===== src/rtl/burst_sched_pkg.sv =====
package burst_sched_pkg;
  localparam int BANK_W = 2;
  localparam int ROW_W  = 8;
  localparam int COL_W  = 6;
  localparam int ID_W   = 4;

  typedef struct packed {
    logic              we;
    logic [BANK_W-1:0] bank;
    logic [ROW_W-1:0]  row;
    logic [COL_W-1:0]  col;
    logic [ID_W-1:0]   id;
  } req_t;

  // identical location: ordering between these must be preserved
  function automatic logic same_loc(input req_t a, input req_t b);
    return (a.bank == b.bank) && (a.row == b.row) && (a.col == b.col);
  endfunction

  // write-drain hysteresis: enter at hi, stay while count >= lo
  function automatic logic drain_mode(input int cnt, input logic prev,
                                      input int hi, input int lo);
    return (cnt >= hi) || (prev && (cnt >= lo));
  endfunction
endpackage


===== src/rtl/bs_queue.sv =====
module bs_queue
  import burst_sched_pkg::*;
#(
  parameter int DEPTH = 8,
  localparam int IDX_W = $clog2(DEPTH),
  localparam int CNT_W = $clog2(DEPTH + 1)
) (
  input  logic                  clk,
  input  logic                  rst,
  input  logic                  enq,
  input  req_t                  enq_req,
  input  logic                  deq,
  input  logic [IDX_W-1:0]      deq_idx,
  output req_t [DEPTH-1:0]      q,
  output logic [DEPTH-1:0]      vld,
  output logic [CNT_W-1:0]      occ
);
  req_t [DEPTH-1:0] sh_q, q_n;
  logic [DEPTH-1:0] sh_v, v_n;
  logic [CNT_W-1:0] tail;

  // close the gap left by a dequeued entry; index 0 stays the oldest
  for (genvar i = 0; i < DEPTH; i++) begin : g_shift
    logic take_next;
    assign take_next = deq && (IDX_W'(i) >= deq_idx);
    if (i < DEPTH - 1) begin : g_mid
      assign sh_q[i] = take_next ? q[i+1] : q[i];
      assign sh_v[i] = take_next ? vld[i+1] : vld[i];
    end else begin : g_last
      assign sh_q[i] = take_next ? '0 : q[i];
      assign sh_v[i] = take_next ? 1'b0 : vld[i];
    end
  end

  always_comb begin
    q_n  = sh_q;
    v_n  = sh_v;
    tail = occ - CNT_W'(deq);
    if (enq) begin
      q_n[tail[IDX_W-1:0]] = enq_req;
      v_n[tail[IDX_W-1:0]] = 1'b1;
    end
  end

  always_ff @(posedge clk) begin
    if (rst) begin
      q   <= '0;
      vld <= '0;
      occ <= '0;
    end else begin
      q   <= q_n;
      vld <= v_n;
      occ <= occ + CNT_W'(enq) - CNT_W'(deq);
    end
  end
endmodule


===== src/rtl/bs_openrow.sv =====
module bs_openrow
  import burst_sched_pkg::*;
#(
  parameter int NBANK = 1 << BANK_W
) (
  input  logic                        clk,
  input  logic                        rst,
  input  logic                        upd,
  input  logic [BANK_W-1:0]           upd_bank,
  input  logic [ROW_W-1:0]            upd_row,
  output logic [NBANK-1:0][ROW_W-1:0] open_row,
  output logic [NBANK-1:0]            open_vld
);
  for (genvar b = 0; b < NBANK; b++) begin : g_bank
    logic hit_bank;
    assign hit_bank = upd && (upd_bank == BANK_W'(b));
    always_ff @(posedge clk) begin
      if (rst) begin
        open_row[b] <= '0;
        open_vld[b] <= 1'b0;
      end else if (hit_bank) begin
        open_row[b] <= upd_row;
        open_vld[b] <= 1'b1;
      end
    end
  end
endmodule


===== src/rtl/bs_picker.sv =====
module bs_picker
  import burst_sched_pkg::*;
#(
  parameter int DEPTH = 8,
  parameter int NBANK = 1 << BANK_W,
  localparam int IDX_W = $clog2(DEPTH),
  localparam int NCLS = 5
) (
  input  req_t [DEPTH-1:0]            q,
  input  logic [DEPTH-1:0]            vld,
  input  logic [NBANK-1:0][ROW_W-1:0] open_row,
  input  logic [NBANK-1:0]            open_vld,
  input  logic [BANK_W-1:0]           cur_bank,
  input  logic                        cur_vld,
  input  logic                        drain,
  output logic [IDX_W-1:0]            sel_idx,
  output logic                        sel_any,
  output logic [DEPTH-1:0]            blocked
);
  logic [DEPTH-1:0] hit, in_cur, elig;
  logic [DEPTH-1:0] c_rh, c_wh, c_ro, c_w;
  logic [NCLS-1:0][DEPTH-1:0] order;

  function automatic logic [IDX_W:0] oldest(input logic [DEPTH-1:0] m);
    logic [IDX_W:0] r;
    r = '0;
    for (int i = DEPTH - 1; i >= 0; i--)
      if (m[i]) r = {1'b1, IDX_W'(i)};
    return r;
  endfunction

  for (genvar i = 0; i < DEPTH; i++) begin : g_ent
    always_comb begin
      blocked[i] = 1'b0;
      for (int j = 0; j < i; j++)
        if (vld[j] && same_loc(q[j], q[i])) blocked[i] = 1'b1;
    end
    assign hit[i]    = open_vld[q[i].bank] && (open_row[q[i].bank] == q[i].row);
    assign in_cur[i] = cur_vld && (q[i].bank == cur_bank);
    assign elig[i]   = vld[i] && !blocked[i];
    assign c_rh[i]   = elig[i] && !q[i].we && hit[i] && in_cur[i];
    assign c_wh[i]   = elig[i] &&  q[i].we && hit[i] && in_cur[i];
    assign c_ro[i]   = elig[i] && !q[i].we && !in_cur[i];
    assign c_w[i]    = elig[i] &&  q[i].we;
  end

  always_comb begin
    if (drain) order = {elig, c_ro, c_rh, c_w, c_wh};
    else       order = {elig, c_w, c_ro, c_wh, c_rh};
    sel_idx = '0;
    sel_any = 1'b0;
    for (int c = NCLS - 1; c >= 0; c--) begin
      if (|order[c]) begin
        sel_idx = oldest(order[c])[IDX_W-1:0];
        sel_any = 1'b1;
      end
    end
  end
endmodule


===== src/rtl/burst_sched.sv =====
module burst_sched
  import burst_sched_pkg::*;
#(
  parameter int DEPTH     = 8,
  parameter int WR_THRESH = 6,
  localparam int NBANK  = 1 << BANK_W,
  localparam int IDX_W  = $clog2(DEPTH),
  localparam int CNT_W  = $clog2(DEPTH + 1),
  localparam int WR_LOW = WR_THRESH - 2
) (
  input  logic              clk,
  input  logic              rst,
  input  logic              in_valid,
  output logic              in_ready,
  input  logic              in_we,
  input  logic [BANK_W-1:0] in_bank,
  input  logic [ROW_W-1:0]  in_row,
  input  logic [COL_W-1:0]  in_col,
  input  logic [ID_W-1:0]   in_id,
  output logic              out_valid,
  input  logic              out_ready,
  output logic              out_we,
  output logic [BANK_W-1:0] out_bank,
  output logic [ROW_W-1:0]  out_row,
  output logic [COL_W-1:0]  out_col,
  output logic [ID_W-1:0]   out_id
);
  req_t [DEPTH-1:0]            q;
  logic [DEPTH-1:0]            vld;
  logic [CNT_W-1:0]            occ;
  logic [NBANK-1:0][ROW_W-1:0] open_row;
  logic [NBANK-1:0]            open_vld;
  logic [IDX_W-1:0]            sel_idx;
  logic                        sel_any;
  logic [DEPTH-1:0]            blocked;
  logic [BANK_W-1:0]           cur_bank;
  logic                        cur_vld;
  logic [CNT_W-1:0]            wr_cnt;
  logic                        drain_q;

  // named events for the checker
  logic enq, fire, drain, sel_blocked;
  req_t in_req, sel_req;

  assign in_req      = '{we: in_we, bank: in_bank, row: in_row, col: in_col, id: in_id};
  assign in_ready    = (occ != CNT_W'(DEPTH));
  assign enq         = in_valid && in_ready;
  assign sel_req     = q[sel_idx];
  assign out_valid   = sel_any;
  assign fire        = out_valid && out_ready;
  assign sel_blocked = blocked[sel_idx];
  assign drain       = drain_mode(int'(wr_cnt), drain_q, WR_THRESH, WR_LOW);

  assign out_we   = sel_req.we;
  assign out_bank = sel_req.bank;
  assign out_row  = sel_req.row;
  assign out_col  = sel_req.col;
  assign out_id   = sel_req.id;

  bs_queue #(.DEPTH(DEPTH)) u_queue (
    .clk(clk), .rst(rst), .enq(enq), .enq_req(in_req),
    .deq(fire), .deq_idx(sel_idx), .q(q), .vld(vld), .occ(occ)
  );

  bs_openrow #(.NBANK(NBANK)) u_openrow (
    .clk(clk), .rst(rst), .upd(fire), .upd_bank(out_bank), .upd_row(out_row),
    .open_row(open_row), .open_vld(open_vld)
  );

  bs_picker #(.DEPTH(DEPTH), .NBANK(NBANK)) u_picker (
    .q(q), .vld(vld), .open_row(open_row), .open_vld(open_vld),
    .cur_bank(cur_bank), .cur_vld(cur_vld), .drain(drain),
    .sel_idx(sel_idx), .sel_any(sel_any), .blocked(blocked)
  );

  always_ff @(posedge clk) begin
    if (rst) begin
      cur_bank <= '0;
      cur_vld  <= 1'b0;
      wr_cnt   <= '0;
      drain_q  <= 1'b0;
    end else begin
      if (fire) begin
        cur_bank <= out_bank;
        cur_vld  <= 1'b1;
      end
      wr_cnt  <= wr_cnt + CNT_W'(enq && in_we) - CNT_W'(fire && out_we);
      drain_q <= drain;
    end
  end
endmodule


===== config.mk =====
export PLATFORM = sky130hd
export DESIGN_NAME = burst_sched
export DESIGN_NICKNAME = d
export VERILOG_FILES = /design/src/rtl/burst_sched_pkg.sv /design/src/rtl/bs_queue.sv /design/src/rtl/bs_openrow.sv /design/src/rtl/bs_picker.sv /design/src/rtl/burst_sched.sv
export SDC_FILE = /design/constraint.sdc
export NUM_CORES = 1
export LEC_CHECK = 0
export BUFFER_PORTS_ARGS = -buffer_cell sky130_fd_sc_hd__buf_4
export CAP_MARGIN = 20
export CORE_MARGIN = 2
export CORE_UTILIZATION = 55
export DETAILED_ROUTE_END_ITERATION = 10
export GPL_TIMING_DRIVEN = 1
export PLACE_DENSITY = 0.78
export SLEW_MARGIN = 20
export SYNTH_ARGS = -nofsm -noshare
export SYNTH_HDL_FRONTEND = slang
export SYNTH_SLANG_ARGS = --single-unit

===== constraint.sdc =====
create_clock -name clk -period 10.53 [get_ports clk]
set_clock_uncertainty 0.1 [all_clocks]
set_input_delay 0.5265 -clock clk [delete_from_list [all_inputs] [get_ports clk]]
set_output_delay 0.5265 -clock clk [all_outputs]
set_load 0.005 [all_outputs]

==> summary.txt <==
Hold path
  • Worst Hold Depth: 3
  • WHS Endpoint: u_queue.q[162]
  • Hold path start: in_row[5]
  • Hold crit path type: input port to flop

Clocking
  • Clock H-tree levels: 1
  • CTS Sinks: ~220
  • Clk_lat worst skew: about 570 ps
  • Setup Buffers After CTS: 0
  • Post-CTS Resized: 0
  • Hold buffer count at CTS: 0
  • CTS root buffer: clkbuf_16
  • Num CTS Buffers: 27
  • Clk pin slew, worst setup/hold paths: around 60 ps
  • CTS Buffer Depth: 3
  • CTS tree: done

Place
  • Placed insts: between 2,000 and 3,000
  • Number of buffers added on ports: 47
  • Pre-CTS WS: about 3700 ps
  • Hpwl dp: 67,780 µm
  • GPL Wtd Cong: ~1.1

GRT
  • First-pass GRT wire length: roughly 140,000 µm
  • Pin count of the biggest net entering global routing: just under 100
  • Vias in the first global route: approximately 20,000
  • Grt ovf: 0
  • Initial antenna violation count: 3
  • All-Layer GR Usage: between 40 and 50%

Logic synthesis
  • Dominant synthesized flop cell: dfxtp_1
  • Mux share of post-synthesis cell area: between 15 and 20%
  • Post-synth top cells: xnor2_1, xor2_1, nand2_1
  • Most frequent cell after synthesis: xnor2_1
  • Synth Area in Simple Gates: between 15 and 20%
  • Ys async rst share: 0%
  • Mapped Cells: ~2,600
  • Yosys top cell by area: dfxtp_1
  • Mapped Area: between 20,000 and 25,000 µm²
  • Yosys reg bits: around 220
  • Largest family of logic cells by synthesized area: XOR/XNOR gates
  • Post-Synth Adder-Cell Area: less than 1%
  • Syn Area/Cell: just over 8 µm²
  • Post-synth cell types: 87
  • EDFF count, synth: 0
  • Top-area cell type share of the netlist area: 21.06%
  • Seq/Total Area, Yosys: a little over a fifth
  • Synthesis warning total: 0
  • Synth area leaders: dfxtp_1, xnor2_1, xor2_1
  • Syn_nets: 2,653
  • Post-synthesis compound-gate area fraction: ~13%
  • Post-synthesis xor/xnor area fraction: around 23%

Run
  • Max-cap violations: 0

Timing
  • Peak Freq: ~0.13 GHz
  • Min cycle time layout: 7624 ps
  • Tcrit/Tclk final: between 70% and 80%
  • TNS Setup: 0 ps
  • Worst-Margin Slew: between 1000 and 1500 ps
  • Slew Limit Headroom: between 10% and 20%
  • RSZ-0062 raised after global routing: false
  • Setup ws final: about 2900 ps
  • Setup violators final: 0
  • Count of final hold-check violations: 0
  • Max Slew Vio Count: 0

Worst setup path
  • R2R Path Start: u_queue.q[99]
  • Critical path required time: ~9900 ps
  • Register-to-register setup slack: 3150 ps
  • Worst-path cell chain: xor2_1 -> nor4_1 -> nand4_1 -> o41ai_1 -> or3_1 -> o32ai_1 -> or4_4 -> nand4bb_1 -> o21ai_1 -> a21o_4 -> buf_4 -> mux2_2 -> o21ai_0 -> o21ai_0 -> buf_4
  • R2r endpoint: u_queue.q[33]
  • WS Path Type: flop to output pin
  • CP delay by family, top: compound AO/OA/AOI/OAI gates
  • Crit-path slowest cell: dfxtp_1
  • Crit path largest cell delay: roughly 1100 ps
  • Buf/Inv on CP: 2
  • Startpoint Class: flop
  • Critical Path Sink Type: output pin
  • CP max FO: 46
  • Cells on worst reg2reg path: 18
  • Arrival @ worst endpoint: 7000 ps

Detailed routing
  • Via count: approximately 21,000
  • WL per Instance: between 30 and 40 µm
  • Residual DRC: 0
  • Vias per cell: ~7
  • Violation count after the first detailed-routing iteration: roughly 2,900
  • WL final: just over 100,000 µm
  • Pre-antenna DRT Iters: 6
  • Post-DRT Antenna Nets: 0

Floorplanning
  • DIE WIDTH: approximately 200 µm
  • IO Pins: 48
  • Row count: just over 70
  • Initial Util: 55.37%
  • Die Footprint: around 40,000 µm²
  • Die H: approximately 200 µm
  • Core outline area: a little under 40,000 µm²

Cells and area
  • Sequential Area: ~4500 µm²
  • Ratio of cells with drive above 1 in the final layout: 12.24%
  • Final core occ: around three fifths
  • Area delta synth->final: 5.317%
  • Nets: 2,494
  • Fillers: between 3,000 and 4,000
  • Multi-input logic area: between 15,000 and 20,000 µm²
  • Fin cells: between 2,000 and 3,000

Run status
  • Status: finished, final reports clean
[metal layers]
layer / track usage (%) / vias to the layer above / wire [µm] / part of all wire [%]
met4: 36.59 / 2 / 9217 / 9.1
met3: 13.64 / 531 / 13200 / 13
met1: 60.75 / 10057 / 36680 / 36
li1: - / 8790 / - / -
met2: 73.03 / 1682 / 41930 / 42
met5: 0 / - / 13 / 0.013
[cells by family after synthesis]
logic type / count (synthesis)
buffers and inverters: 344
XOR/XNOR: 553
AO/OA/AOI/OAI: 374
flip-flops: 224
multiplexers: 305
adder cells (fa/ha/maj): 14
AND/OR/NAND/NOR: 800
[through the flow]
stage / instance area, µm² / hold WS (ps)
6_report: 22430 / 165.8
5_1_grt: 22430 / 169.2
4_1_cts: 22420 / 154.9
3_5_place_dp: 21530 / 380.8
3_3_place_gp: 21500 / 360.8
2_1_floorplan: 21300 / 357.0
[cells in the final DEF, fill, tap and decap left out, types with 45 or more instances in the layout]
master and count:
a211oi_1 119, a21oi_1 65, buf_4 125, dfxtp_1 220, mux2i_1 223, mux4_2 47
nand2_1 225, nand3_1 82, nand4_1 64, nor2_1 221, nor3_1 45, nor4_1 61
o21ai_0 50, xnor2_1 285, xor2_1 268
[final cells by class]
cell class,count,area share [%]
multi-input cells,2046,68.29
flip-flops and latches,224,20.01
repair buffers,127,4.323
clock buffers,32,3.274
well taps,518,2.889
clock inverters,18,0.7028
inverters,29,0.4853
diodes,2,0.02231
[worst max-delay path by stage]
stage             startpoint             end  slack (ps)  depth (start not counted)
6_report       u_queue.q[99]       out_id[3]        2910                         15
5_1_grt        u_queue.q[12]      out_row[7]        2860                         16
3_3_place_gp   u_queue.q[99]       wr_cnt[2]        3780                         22
4_1_cts        u_queue.q[12]      out_row[7]        3350                         16
3_5_place_dp   u_queue.q[99]  u_queue.q[140]        3690                         17
2_1_floorplan  u_queue.q[56]       wr_cnt[2]        5170                         26
[flip-flops by register name, indices dropped and copies added (netlist names)]
signal,flops
u_openrow.open_vld,4
drain_q,1
u_queue.occ,4
u_queue.q,168
u_openrow.open_row,32
u_queue.vld,8
cur_bank,2
wr_cnt,4
cur_vld,1
[worst min-delay path: stages]
cell and delay, ps:
buf_4 150, nand2_1 60, a21oi_1 50
Power is not shown: default switching activity piles up to over one toggle a cycle in this logic, so the estimate is an artifact.
